===== src/rtl/scan_tap_pkg.sv =====
// Shared definitions for the test access port: controller states, opcode
// encoding, chain identifiers and the pure next-state / decode functions.
// Assumes a 4-bit instruction register; all other widths derive from here.
package scan_tap_pkg;

    localparam int IR_W    = 4;
    localparam int DBG_W   = 35;
    localparam int ID_W    = 32;
    localparam int NUM_DBG = 3;
    localparam int NUM_DR_STB = NUM_DBG + 1;

    localparam logic [IR_W-1:0] IR_CAPTURE_PAT = 4'b0001;

    localparam logic [IR_W-1:0] OP_EXTEST   = 4'h0;
    localparam logic [IR_W-1:0] OP_INTEST   = 4'h1;
    localparam logic [IR_W-1:0] OP_BOUNDARY = 4'h2;
    localparam logic [IR_W-1:0] OP_ABORT    = 4'h8;
    localparam logic [IR_W-1:0] OP_DPACC    = 4'hA;
    localparam logic [IR_W-1:0] OP_APACC    = 4'hB;
    localparam logic [IR_W-1:0] OP_IDCODE   = 4'hE;
    localparam logic [IR_W-1:0] OP_BYPASS   = 4'hF;

    typedef enum logic [3:0] {
        S_TLR, S_RTI,
        S_SEL_DR, S_CAP_DR, S_SHIFT_DR, S_EXIT1_DR, S_PAUSE_DR, S_EXIT2_DR, S_UPD_DR,
        S_SEL_IR, S_CAP_IR, S_SHIFT_IR, S_EXIT1_IR, S_PAUSE_IR, S_EXIT2_IR, S_UPD_IR
    } tap_state_e;

    // CH_HOLD: boundary-drive instructions; no chain moves.
    typedef enum logic [2:0] {
        CH_BYPASS, CH_BOUND, CH_IDCODE, CH_ABORT, CH_DPACC, CH_APACC, CH_HOLD
    } chain_e;

    // Next controller state for a given mode-select bit.
    function automatic tap_state_e tap_next(input tap_state_e cur, input logic sel);
        tap_state_e nxt;
        case (cur)
            S_TLR:      nxt = sel ? S_TLR      : S_RTI;
            S_RTI:      nxt = sel ? S_SEL_DR   : S_RTI;
            S_SEL_DR:   nxt = sel ? S_SEL_IR   : S_CAP_DR;
            S_CAP_DR:   nxt = sel ? S_EXIT1_DR : S_SHIFT_DR;
            S_SHIFT_DR: nxt = sel ? S_EXIT1_DR : S_SHIFT_DR;
            S_EXIT1_DR: nxt = sel ? S_UPD_DR   : S_PAUSE_DR;
            S_PAUSE_DR: nxt = sel ? S_EXIT2_DR : S_PAUSE_DR;
            S_EXIT2_DR: nxt = sel ? S_UPD_DR   : S_SHIFT_DR;
            S_UPD_DR:   nxt = sel ? S_SEL_DR   : S_RTI;
            S_SEL_IR:   nxt = sel ? S_TLR      : S_CAP_IR;
            S_CAP_IR:   nxt = sel ? S_EXIT1_IR : S_SHIFT_IR;
            S_SHIFT_IR: nxt = sel ? S_EXIT1_IR : S_SHIFT_IR;
            S_EXIT1_IR: nxt = sel ? S_UPD_IR   : S_PAUSE_IR;
            S_PAUSE_IR: nxt = sel ? S_EXIT2_IR : S_PAUSE_IR;
            S_EXIT2_IR: nxt = sel ? S_UPD_IR   : S_SHIFT_IR;
            S_UPD_IR:   nxt = sel ? S_SEL_DR   : S_RTI;
            default:    nxt = S_TLR;
        endcase
        return nxt;
    endfunction

    // Map an opcode to the data chain it selects; unknown codes go to bypass.
    function automatic chain_e decode_op(input logic [IR_W-1:0] op);
        chain_e ch;
        case (op)
            OP_EXTEST, OP_INTEST: ch = CH_HOLD;
            OP_BOUNDARY:          ch = CH_BOUND;
            OP_IDCODE:            ch = CH_IDCODE;
            OP_ABORT:             ch = CH_ABORT;
            OP_DPACC:             ch = CH_DPACC;
            OP_APACC:             ch = CH_APACC;
            default:              ch = CH_BYPASS;
        endcase
        return ch;
    endfunction

endpackage


===== src/rtl/scan_tap_fsm.sv =====
// Sixteen-state test access port controller.
// Assumes: tms is stable around the rising edge of tck; trst_n may fall at
// any time and forces Test-Logic-Reset without a clock.
module scan_tap_fsm
    import scan_tap_pkg::*;
(
    input  logic       tck,
    input  logic       trst_n,
    input  logic       tms,
    output tap_state_e state_o
);

    // State register: advance on rising tck, asynchronous reset to TLR.
    always_ff @(posedge tck or negedge trst_n) begin
        if (!trst_n) begin
            state_o <= S_TLR;
        end else begin
            state_o <= tap_next(state_o, tms);
        end
    end

endmodule


===== src/rtl/scan_tap_ir.sv =====
// Instruction path: a shift register that captures a fixed pattern and
// shifts LSB first on rising tck, plus an update register that loads on
// falling tck. Assumes phase flags are decoded from the controller state.
module scan_tap_ir
    import scan_tap_pkg::*;
(
    input  logic            tck,
    input  logic            trst_n,
    input  logic            tdi,
    input  logic            capture_i,
    input  logic            shift_i,
    input  logic            update_i,
    input  logic            in_reset_i,
    output logic [IR_W-1:0] ir_o,
    output logic            so_o,
    output logic            stb_o
);

    logic [IR_W-1:0] sr_q;

    // Shift stage: capture the fixed pattern or shift one bit toward so_o.
    always_ff @(posedge tck or negedge trst_n) begin
        if (!trst_n) begin
            sr_q <= IR_CAPTURE_PAT;
        end else if (capture_i) begin
            sr_q <= IR_CAPTURE_PAT;
        end else if (shift_i) begin
            sr_q <= {tdi, sr_q[IR_W-1:1]};
        end
    end

    // Update stage: load on falling tck; TLR forces the identifier opcode.
    always_ff @(negedge tck or negedge trst_n) begin
        if (!trst_n) begin
            ir_o  <= OP_IDCODE;
            stb_o <= 1'b0;
        end else if (in_reset_i) begin
            ir_o  <= OP_IDCODE;
            stb_o <= 1'b0;
        end else if (update_i) begin
            ir_o  <= sr_q;
            stb_o <= 1'b1;
        end else begin
            stb_o <= 1'b0;
        end
    end

    assign so_o = sr_q[0];

endmodule


===== src/rtl/scan_tap_chain.sv =====
// Generic data chain with parallel capture, serial shift and a falling-edge
// update register plus a one-period update strobe. Acts only when sel_i is
// high. Assumes capture, shift and update flags are mutually exclusive.
module scan_tap_chain #(
    parameter int WIDTH = 8
) (
    input  logic             tck,
    input  logic             trst_n,
    input  logic             sel_i,
    input  logic             capture_i,
    input  logic             shift_i,
    input  logic             update_i,
    input  logic             tdi,
    input  logic [WIDTH-1:0] cap_i,
    output logic             so_o,
    output logic [WIDTH-1:0] par_o,
    output logic             stb_o
);

    logic [WIDTH-1:0] sr_q;

    generate
        if (WIDTH == 1) begin : g_single
            // Shift stage for a one-bit chain.
            always_ff @(posedge tck or negedge trst_n) begin
                if (!trst_n) begin
                    sr_q <= '0;
                end else if (sel_i && capture_i) begin
                    sr_q <= cap_i;
                end else if (sel_i && shift_i) begin
                    sr_q <= tdi;
                end
            end
        end else begin : g_multi
            // Shift stage: capture parallel input or shift toward bit 0.
            always_ff @(posedge tck or negedge trst_n) begin
                if (!trst_n) begin
                    sr_q <= '0;
                end else if (sel_i && capture_i) begin
                    sr_q <= cap_i;
                end else if (sel_i && shift_i) begin
                    sr_q <= {tdi, sr_q[WIDTH-1:1]};
                end
            end
        end
    endgenerate

    // Update stage: load parallel register and pulse strobe on falling tck.
    always_ff @(negedge tck or negedge trst_n) begin
        if (!trst_n) begin
            par_o <= '0;
            stb_o <= 1'b0;
        end else begin
            stb_o <= sel_i && update_i;
            if (sel_i && update_i) begin
                par_o <= sr_q;
            end
        end
    end

    assign so_o = sr_q[0];

endmodule


===== src/rtl/scan_tap_top.sv =====
// Test access port top: controller, instruction path, bypass, identifier,
// boundary and three debug-access chains, and the falling-edge TDO stage.
// Assumes IDCODE_VAL has bit 0 set. Unimplemented opcodes route bypass;
// boundary-drive opcodes freeze all chains and present boundary bit 0.
module scan_tap_top
    import scan_tap_pkg::*;
#(
    parameter int          BSR_LEN    = 8,
    parameter logic [31:0] IDCODE_VAL = 32'h1A5C_3E2B
) (
    input  logic               tck,
    input  logic               trst_n,
    input  logic               tms,
    input  logic               tdi,
    output logic               tdo_o,
    output logic               tdo_en_o,
    input  logic [BSR_LEN-1:0] bsr_cap_i,
    output logic [BSR_LEN-1:0] bsr_upd_o,
    input  logic [DBG_W-1:0]   abort_cap_i,
    output logic [DBG_W-1:0]   abort_upd_o,
    input  logic [DBG_W-1:0]   dpacc_cap_i,
    output logic [DBG_W-1:0]   dpacc_upd_o,
    input  logic [DBG_W-1:0]   apacc_cap_i,
    output logic [DBG_W-1:0]   apacc_upd_o,
    output logic               ir_upd_stb_o,
    output logic [NUM_DR_STB-1:0] dr_upd_stb_o
);

    tap_state_e state_q;
    logic       cap_ir, shift_ir, upd_ir, cap_dr, shift_dr, upd_dr, in_tlr;
    logic [IR_W-1:0] ir_val;
    logic       ir_so;
    chain_e     chain;

    logic                          bypass_q;
    logic [ID_W-1:0]               id_sr_q;
    logic                          bnd_so, bnd_stb;
    logic [NUM_DBG-1:0]            dbg_sel, dbg_so, dbg_stb;
    logic [NUM_DBG-1:0][DBG_W-1:0] dbg_cap, dbg_par;
    logic                          dr_so;

    scan_tap_fsm u_fsm (
        .tck     (tck),
        .trst_n  (trst_n),
        .tms     (tms),
        .state_o (state_q)
    );

    // Phase flags decoded from the controller state.
    always_comb begin
        cap_ir   = (state_q == S_CAP_IR);
        shift_ir = (state_q == S_SHIFT_IR);
        upd_ir   = (state_q == S_UPD_IR);
        cap_dr   = (state_q == S_CAP_DR);
        shift_dr = (state_q == S_SHIFT_DR);
        upd_dr   = (state_q == S_UPD_DR);
        in_tlr   = (state_q == S_TLR);
    end

    scan_tap_ir u_ir (
        .tck        (tck),
        .trst_n     (trst_n),
        .tdi        (tdi),
        .capture_i  (cap_ir),
        .shift_i    (shift_ir),
        .update_i   (upd_ir),
        .in_reset_i (in_tlr),
        .ir_o       (ir_val),
        .so_o       (ir_so),
        .stb_o      (ir_upd_stb_o)
    );

    assign chain = decode_op(ir_val);

    // Bypass chain: one bit, captures zero.
    always_ff @(posedge tck or negedge trst_n) begin
        if (!trst_n) begin
            bypass_q <= 1'b0;
        end else if (chain == CH_BYPASS && cap_dr) begin
            bypass_q <= 1'b0;
        end else if (chain == CH_BYPASS && shift_dr) begin
            bypass_q <= tdi;
        end
    end

    // Identifier chain: captures the constant, shifts LSB first, no update.
    always_ff @(posedge tck or negedge trst_n) begin
        if (!trst_n) begin
            id_sr_q <= IDCODE_VAL;
        end else if (chain == CH_IDCODE && cap_dr) begin
            id_sr_q <= IDCODE_VAL;
        end else if (chain == CH_IDCODE && shift_dr) begin
            id_sr_q <= {tdi, id_sr_q[ID_W-1:1]};
        end
    end

    scan_tap_chain #(.WIDTH(BSR_LEN)) u_bnd (
        .tck       (tck),
        .trst_n    (trst_n),
        .sel_i     (chain == CH_BOUND),
        .capture_i (cap_dr),
        .shift_i   (shift_dr),
        .update_i  (upd_dr),
        .tdi       (tdi),
        .cap_i     (bsr_cap_i),
        .so_o      (bnd_so),
        .par_o     (bsr_upd_o),
        .stb_o     (bnd_stb)
    );

    assign dbg_sel = {chain == CH_APACC, chain == CH_DPACC, chain == CH_ABORT};
    assign dbg_cap = {apacc_cap_i, dpacc_cap_i, abort_cap_i};

    generate
        for (genvar g = 0; g < NUM_DBG; g++) begin : g_dbg
            scan_tap_chain #(.WIDTH(DBG_W)) u_chain (
                .tck       (tck),
                .trst_n    (trst_n),
                .sel_i     (dbg_sel[g]),
                .capture_i (cap_dr),
                .shift_i   (shift_dr),
                .update_i  (upd_dr),
                .tdi       (tdi),
                .cap_i     (dbg_cap[g]),
                .so_o      (dbg_so[g]),
                .par_o     (dbg_par[g]),
                .stb_o     (dbg_stb[g])
            );
        end
    endgenerate

    assign abort_upd_o  = dbg_par[0];
    assign dpacc_upd_o  = dbg_par[1];
    assign apacc_upd_o  = dbg_par[2];
    assign dr_upd_stb_o = {dbg_stb, bnd_stb};

    // Data-path serial output chosen by the active instruction.
    always_comb begin
        case (chain)
            CH_BOUND, CH_HOLD: dr_so = bnd_so;
            CH_IDCODE:         dr_so = id_sr_q[0];
            CH_ABORT:          dr_so = dbg_so[0];
            CH_DPACC:          dr_so = dbg_so[1];
            CH_APACC:          dr_so = dbg_so[2];
            default:           dr_so = bypass_q;
        endcase
    end

    // Output stage: present the shifting path on falling tck, idle low.
    always_ff @(negedge tck or negedge trst_n) begin
        if (!trst_n) begin
            tdo_o    <= 1'b0;
            tdo_en_o <= 1'b0;
        end else if (shift_ir) begin
            tdo_o    <= ir_so;
            tdo_en_o <= 1'b1;
        end else if (shift_dr) begin
            tdo_o    <= dr_so;
            tdo_en_o <= 1'b1;
        end else begin
            tdo_o    <= 1'b0;
            tdo_en_o <= 1'b0;
        end
    end

endmodule


===== config.mk =====
export PLATFORM = sky130hd
export DESIGN_NAME = scan_tap_top
export DESIGN_NICKNAME = d
export VERILOG_FILES = /design/src/rtl/scan_tap_pkg.sv /design/src/rtl/scan_tap_fsm.sv /design/src/rtl/scan_tap_ir.sv /design/src/rtl/scan_tap_chain.sv /design/src/rtl/scan_tap_top.sv
export SDC_FILE = /design/constraint.sdc
export NUM_CORES = 1
export LEC_CHECK = 0
export ABC_AREA = 1
export BUFFER_PORTS_ARGS = -buffer_cell sky130_fd_sc_hd__buf_2
export CAP_MARGIN = 40
export CORE_MARGIN = 10
export CORE_UTILIZATION = 27
export DETAILED_ROUTE_END_ITERATION = 12
export PLACE_DENSITY = 0.41
export SYNTH_ARGS = -nofsm -noshare
export SYNTH_HDL_FRONTEND = slang
export SYNTH_SLANG_ARGS = --single-unit

===== constraint.sdc =====
create_clock -name tck -period 2.2 [get_ports tck]
set_input_delay 0.44 -clock tck [delete_from_list [all_inputs] [get_ports tck]]
set_output_delay 0.44 -clock tck [all_outputs]
set_load 0.02 [all_outputs]

# After elaboration in Yosys (flattened, before gate mapping)
# Cells that the tools add are included.
[totals]
ff_bits = 278
word_cells = 116
out_inout_bits = 120
[classes]
n_eq_ne = 27
n_mux = 37
reduce_logical = 32
[op_table]
columns = ["op", "count"]
rows = [
  ["two-way mux 35 bit", 6],
  ["two-way mux 32 bit", 2],
  ["equality test 4 bit, second input constant", 12],
  ["one-hot mux 4 bit (12 select lines)", 1],
  ["two-way mux 4 bit", 8],
  ["one-hot mux 3 bit (6 select lines)", 1],
  ["equality test 4 x 3 -> 1 bit, second input constant", 4],
  ["logical AND 1 bit", 16],
  ["two-way mux 8 bit", 2],
  ["nonzero test 2 bit", 8],
  ["equality test 4 x 2 -> 1 bit, second input constant", 3],
  ["two-way mux 1 bit", 11],
  ["equality test 3 bit, second input constant", 3],
  ["equality test 4 x 1 -> 1 bit, second input constant", 2],
  ["zero test 4 bit", 2],
  ["OR reduction 2 bit", 4],
  ["equality test 3 x 2 -> 1 bit, second input constant", 2],
  ["two-way mux 2 bit", 3],
  ["two-way mux 3 bit", 2],
  ["one-hot mux 1 bit (5 select lines)", 1],
  ["equality test 3 x 1 -> 1 bit, second input constant", 1],
  ["zero test 3 bit", 1],
  ["OR reduction 3 bit", 1],
]

# Depth between registers and ports, before layout
[logic_depth]
word_depth = 8
depth_mapped = 10

# Modules after synthesis
# From an unflattened synthesis, not the netlist that was laid out.
[hier_totals]
hier_cells = 1648
hier_area_um2 = 13038.8
[modules_own_cells]
columns = ["mod", "area_per_inst_um2", "instances", "cells_per_inst"]
rows = [
  ["scan_tap_chain at g_dbg[0].u_chain ...", 3270.6, 3, 417],
  ["scan_tap_top", 1730.4, 1, 206],
  ["scan_tap_chain at u_bnd", 799.5, 1, 96],
  ["scan_tap_ir", 361.6, 1, 40],
  ["scan_tap_fsm", 335.3, 1, 55],
]

==> flow_metrics.py <==
metrics = {
    "setup_path": {
        "crit_family": "flip-flops",
        "critPathKind": "reg -> out",
        "crit_buf_inv": 1,
        "cp_cell_sequence": "buf_6",
        "required_ns": 1.76,
        "cp-end-kind": "output port",
        "startpoint": "g_dbg[0].u_chain.par_o[31]",
        "arrival_ns": 2.30,
        "critPathMaxStageDelay_ns": 0.50,
        "setup.worst_path.start_class": "flop",
        "timing.rr.end": "g_dbg[0].u_chain.sr_q[31]",
        "r2r_start": "u_ir.ir_o[3]",
        "r2r_setup_slack_ns": -0.51,
        "ff2ff_path_depth": 7,
        "cp_slowest_cell": "dfrtn_1",
        "worst-path-max-fanout": 2,
    },
    "placed_design": {
        "portBuffers": 236,
        "gp_congestion": 0.7518,
        "place_area_sq_um": 14740,
        "post-place-cells": 2161,
        "hpwlAfterDp_mm": 25.41,
    },
    "detailed_routing": {
        "drt_iter0_drc": 521,
        "avgViaCountPerCell": 4.420,
        "antenna_left": 0,
        "drt_pass1_iterations": 5,
        "vias": 10370,
        "routed_wirelength_mm": 39.92,
        "wl_per_cell_microns": 17.02,
        "drcViolationCount": 0,
    },
    "status": {
        "violations": "setup timing",
        "status": "finished, violations left",
    },
    "cts": {
        "htreeDepth": 2,
        "clock-sinks": 278,
        "cts_root_buf": "clkbuf_16",
        "cts.clk_slew.worst_paths_ns": 0.06,
        "clock_path_buffers": 3,
        "tritoncts": "yes",
        "clock_latency_ns": 0.59,
        "cts_buffers": 35,
    },
    "synth": {
        "synth_edf_count": 0,
        "synthCells": 1310,
        "synth_top_flop_cell": "dfrtp_1",
        "syn_nets": 1427,
        "ys_seq_area_frac": 0.5876,
        "netlist_top_cells_area": "dfrtp_1 29%, dfrtn_1 25%, nand2_1 11%, o21ai_0 7.4%, o211ai_1 4.9%",
        "synth_top_area_cell": "dfrtp_1",
        "synth_cell_types": 29,
        "synthArstFlopShare": 1.000,
        "syn_area_sq_um": 11880,
        "synth_top_area_share": 0.2885,
        "synth_area_per_cell_sq_um": 9.070,
        "ys_ff_latch": 278,
        "ys_warn_count": 0,
    },
    "floorplanning": {
        "start_util": 0.2746,
        "core_sq_um": 43270,
        "dieArea_sq_um": 52800,
        "rows": 76,
        "ios": 237,
        "dieHeight_microns": 229.8,
        "die_x_microns": 229.8,
    },
    "layout": {
        "regArea_sq_um": 6982,
        "layout-drive-gt1-share": 0.4097,
        "nNetsFinal": 1851,
        "layout_common_cells": "269 x nand2_1, 180 x o21ai_1, 141 x buf_6",
        "fin_area_sq_um": 18800,
        "final_common_cell": "nand2_1",
        "num_antenna_cells": 0,
        "syn_to_final_growth_pct": 58.20,
        "fillCellCount": 4273,
        "multiInputGateArea_sq_um": 4642,
        "final_cells": 2345,
    },
    "sta": {
        "relSlewSlack": 0.6347,
        "setup_viol": 385,
        "hold_violations": 0,
        "worst_slack_ns": -0.5360,
        "grt_setup_unrepaired": "yes",
        "final-max-slew-violation-count": 0,
        "worst_slew_pin_slew_ns": 0.5459,
        "fin_skew_ns": 0.07171,
    },
    "power_and_ir_drop": {
        "leakagePower_nw": 9.085,
        "powerDensity_nw_per_um2": 955.4,
        "vdd_drop_max_mv": 0.5932,
    },
    "worst_hold_path": {
        "min_from": "apacc_cap_i[18]",
        "min_path_cells": 3,
        "hold_path_class": "in -> reg",
        "hold_path_end": "g_dbg[2].u_chain.sr_q[18]",
    },
    "grt": {
        "grt_max_degree": 38,
        "grt_antenna_before_repair": 1,
        "grt_pass1_wl_mm": 58.68,
        "grt-ovfl-total": 0,
        "grt_pass1_vias": 10240,
        "track_usage": 0.1369,
    },
    "job": {
        "cap_violations": 0,
    },
}
==> registers in the layout, summed over array words and instances (netlist names) <==
name                 count
u_ir.ir_o                4
g_dbg.u_chain.par_o    105
g_dbg.u_chain.stb_o      3
u_bnd.par_o              8
u_ir.stb_o               1
u_bnd.sr_q               8
bypass_q                 1
u_fsm.state_o            4
id_sr_q                 32
tdo_en_o                 1
tdo_o                    1
u_ir.sr_q                4
u_bnd.stb_o              1
g_dbg.u_chain.sr_q     105
==> where the power goes <==
| group | leakage [nW] | internal (W) | total (W) | switching (W) |
|---|---|---|---|---|
| clock network | 0.584 | 0.00353 | 0.00582 | 0.00229 |
| logic | 5.20 | 0.00237 | 0.00524 | 0.00288 |
| registers | 3.30 | 0.00633 | 0.00690 | 0.000569 |
| total | 9.08 | 0.0122 | 0.0180 | 0.00574 |
==> Yosys cell counts, types with 5 or more instances <==
| master | number |
|---|---|
| nor2_1 | 68 |
| o22ai_2 | 10 |
| inv_1 | 141 |
| clkbuf_1 | 41 |
| o22ai_1 | 30 |
| o21ai_0 | 175 |
| nand2_1 | 349 |
| buf_4 | 9 |
| o21ai_2 | 9 |
| nor2_2 | 6 |
| o211ai_1 | 78 |
| nand4_1 | 5 |
| nand3_1 | 8 |
| dfstp_2 | 20 |
| dfrtp_1 | 137 |
| dfrtn_1 | 121 |
| buf_2 | 26 |
| a22oi_1 | 5 |
| inv_2 | 8 |
| o21ai_1 | 46 |
==> routing by layer <==
metal / track usage / routed length [microns] / up-vias
met2: 0.2204 / 19460 / 165
met3: 0.03177 / 1710 / 45
met5: 0 / 13 / -
met1: 0.1805 / 18040 / 5014
li1: - / - / 5139
met4: 0.03844 / 698 / 2
==> area by class of cell <==
cell class	instances	area share
Multi-Input combinational cell	805	0.2470
Sequential cell	278	0.3714
Clock inverter	12	0.006457
Inverter	148	0.03135
Timing Repair Buffer	461	0.2481
Timing Repair inverter	2	0.001065
Tap cell	585	0.03894
Clock buffer	54	0.05571
==> how the worst max path moves through the flow <==
| stage | to | cells past startpoint |
|---|---|---|
| 3_3_place_gp | g_dbg[1].u_chain.sr_q[24] | 7 |
| 4_1_cts | abort_upd_o[34] | 1 |
| 6_report | abort_upd_o[31] | 1 |
| 2_1_floorplan | g_dbg[0].u_chain.sr_q[10] | 8 |
| 5_1_grt | g_dbg[0].u_chain.sr_q[28] | 9 |
| 3_5_place_dp | g_dbg[1].u_chain.sr_q[16] | 7 |
==> worst min-delay path, cell delays in order <==
cell	delay [ns]
buf_2	0.09
nor2_2	0.04
o22ai_2	0.09
==> through the flow <==
stage	power (W)	hold slack, ns	TNS [ns]	util	setup slack (ns)
after CTS	0.01772	0.1277	-168.26	0.3999	-0.5334
after detailed placement	0.01087	0.3141	-97.91	0.3406	-0.4644
final	0.01796	0.1608	-166.20	0.4344	-0.5360
after global placement	0.01082	0.3072	-95.87	0.3406	-0.4641
after global routing	0.01913	0.1503	-193.75	0.4344	-0.5913
after floorplan	0.009303	0.1444	-59.36	-	-0.3027
==> timing repair <==
item / 4_1_cts / 5_1_grt
gates cloned: 8 / 27
setup endpoints to repair: 384 / 385
endpoints found under the hold margin: 14 / 0
setup buffers: 39 / 47
gates resized for setup: 301 / 203
hold buffers: 1 / 0
pin swaps: 3 / 12
==> kinds of logic after synthesis <==
group                  after synthesis  synth area share
DFF                                278            0.5876
buffers and inverters              227           0.07803
and+or+nand+nor                    450            0.1547
AOI/OAI and AO/OA                  355            0.1797
No activity file was read; power rests on OpenSTA's default activity.
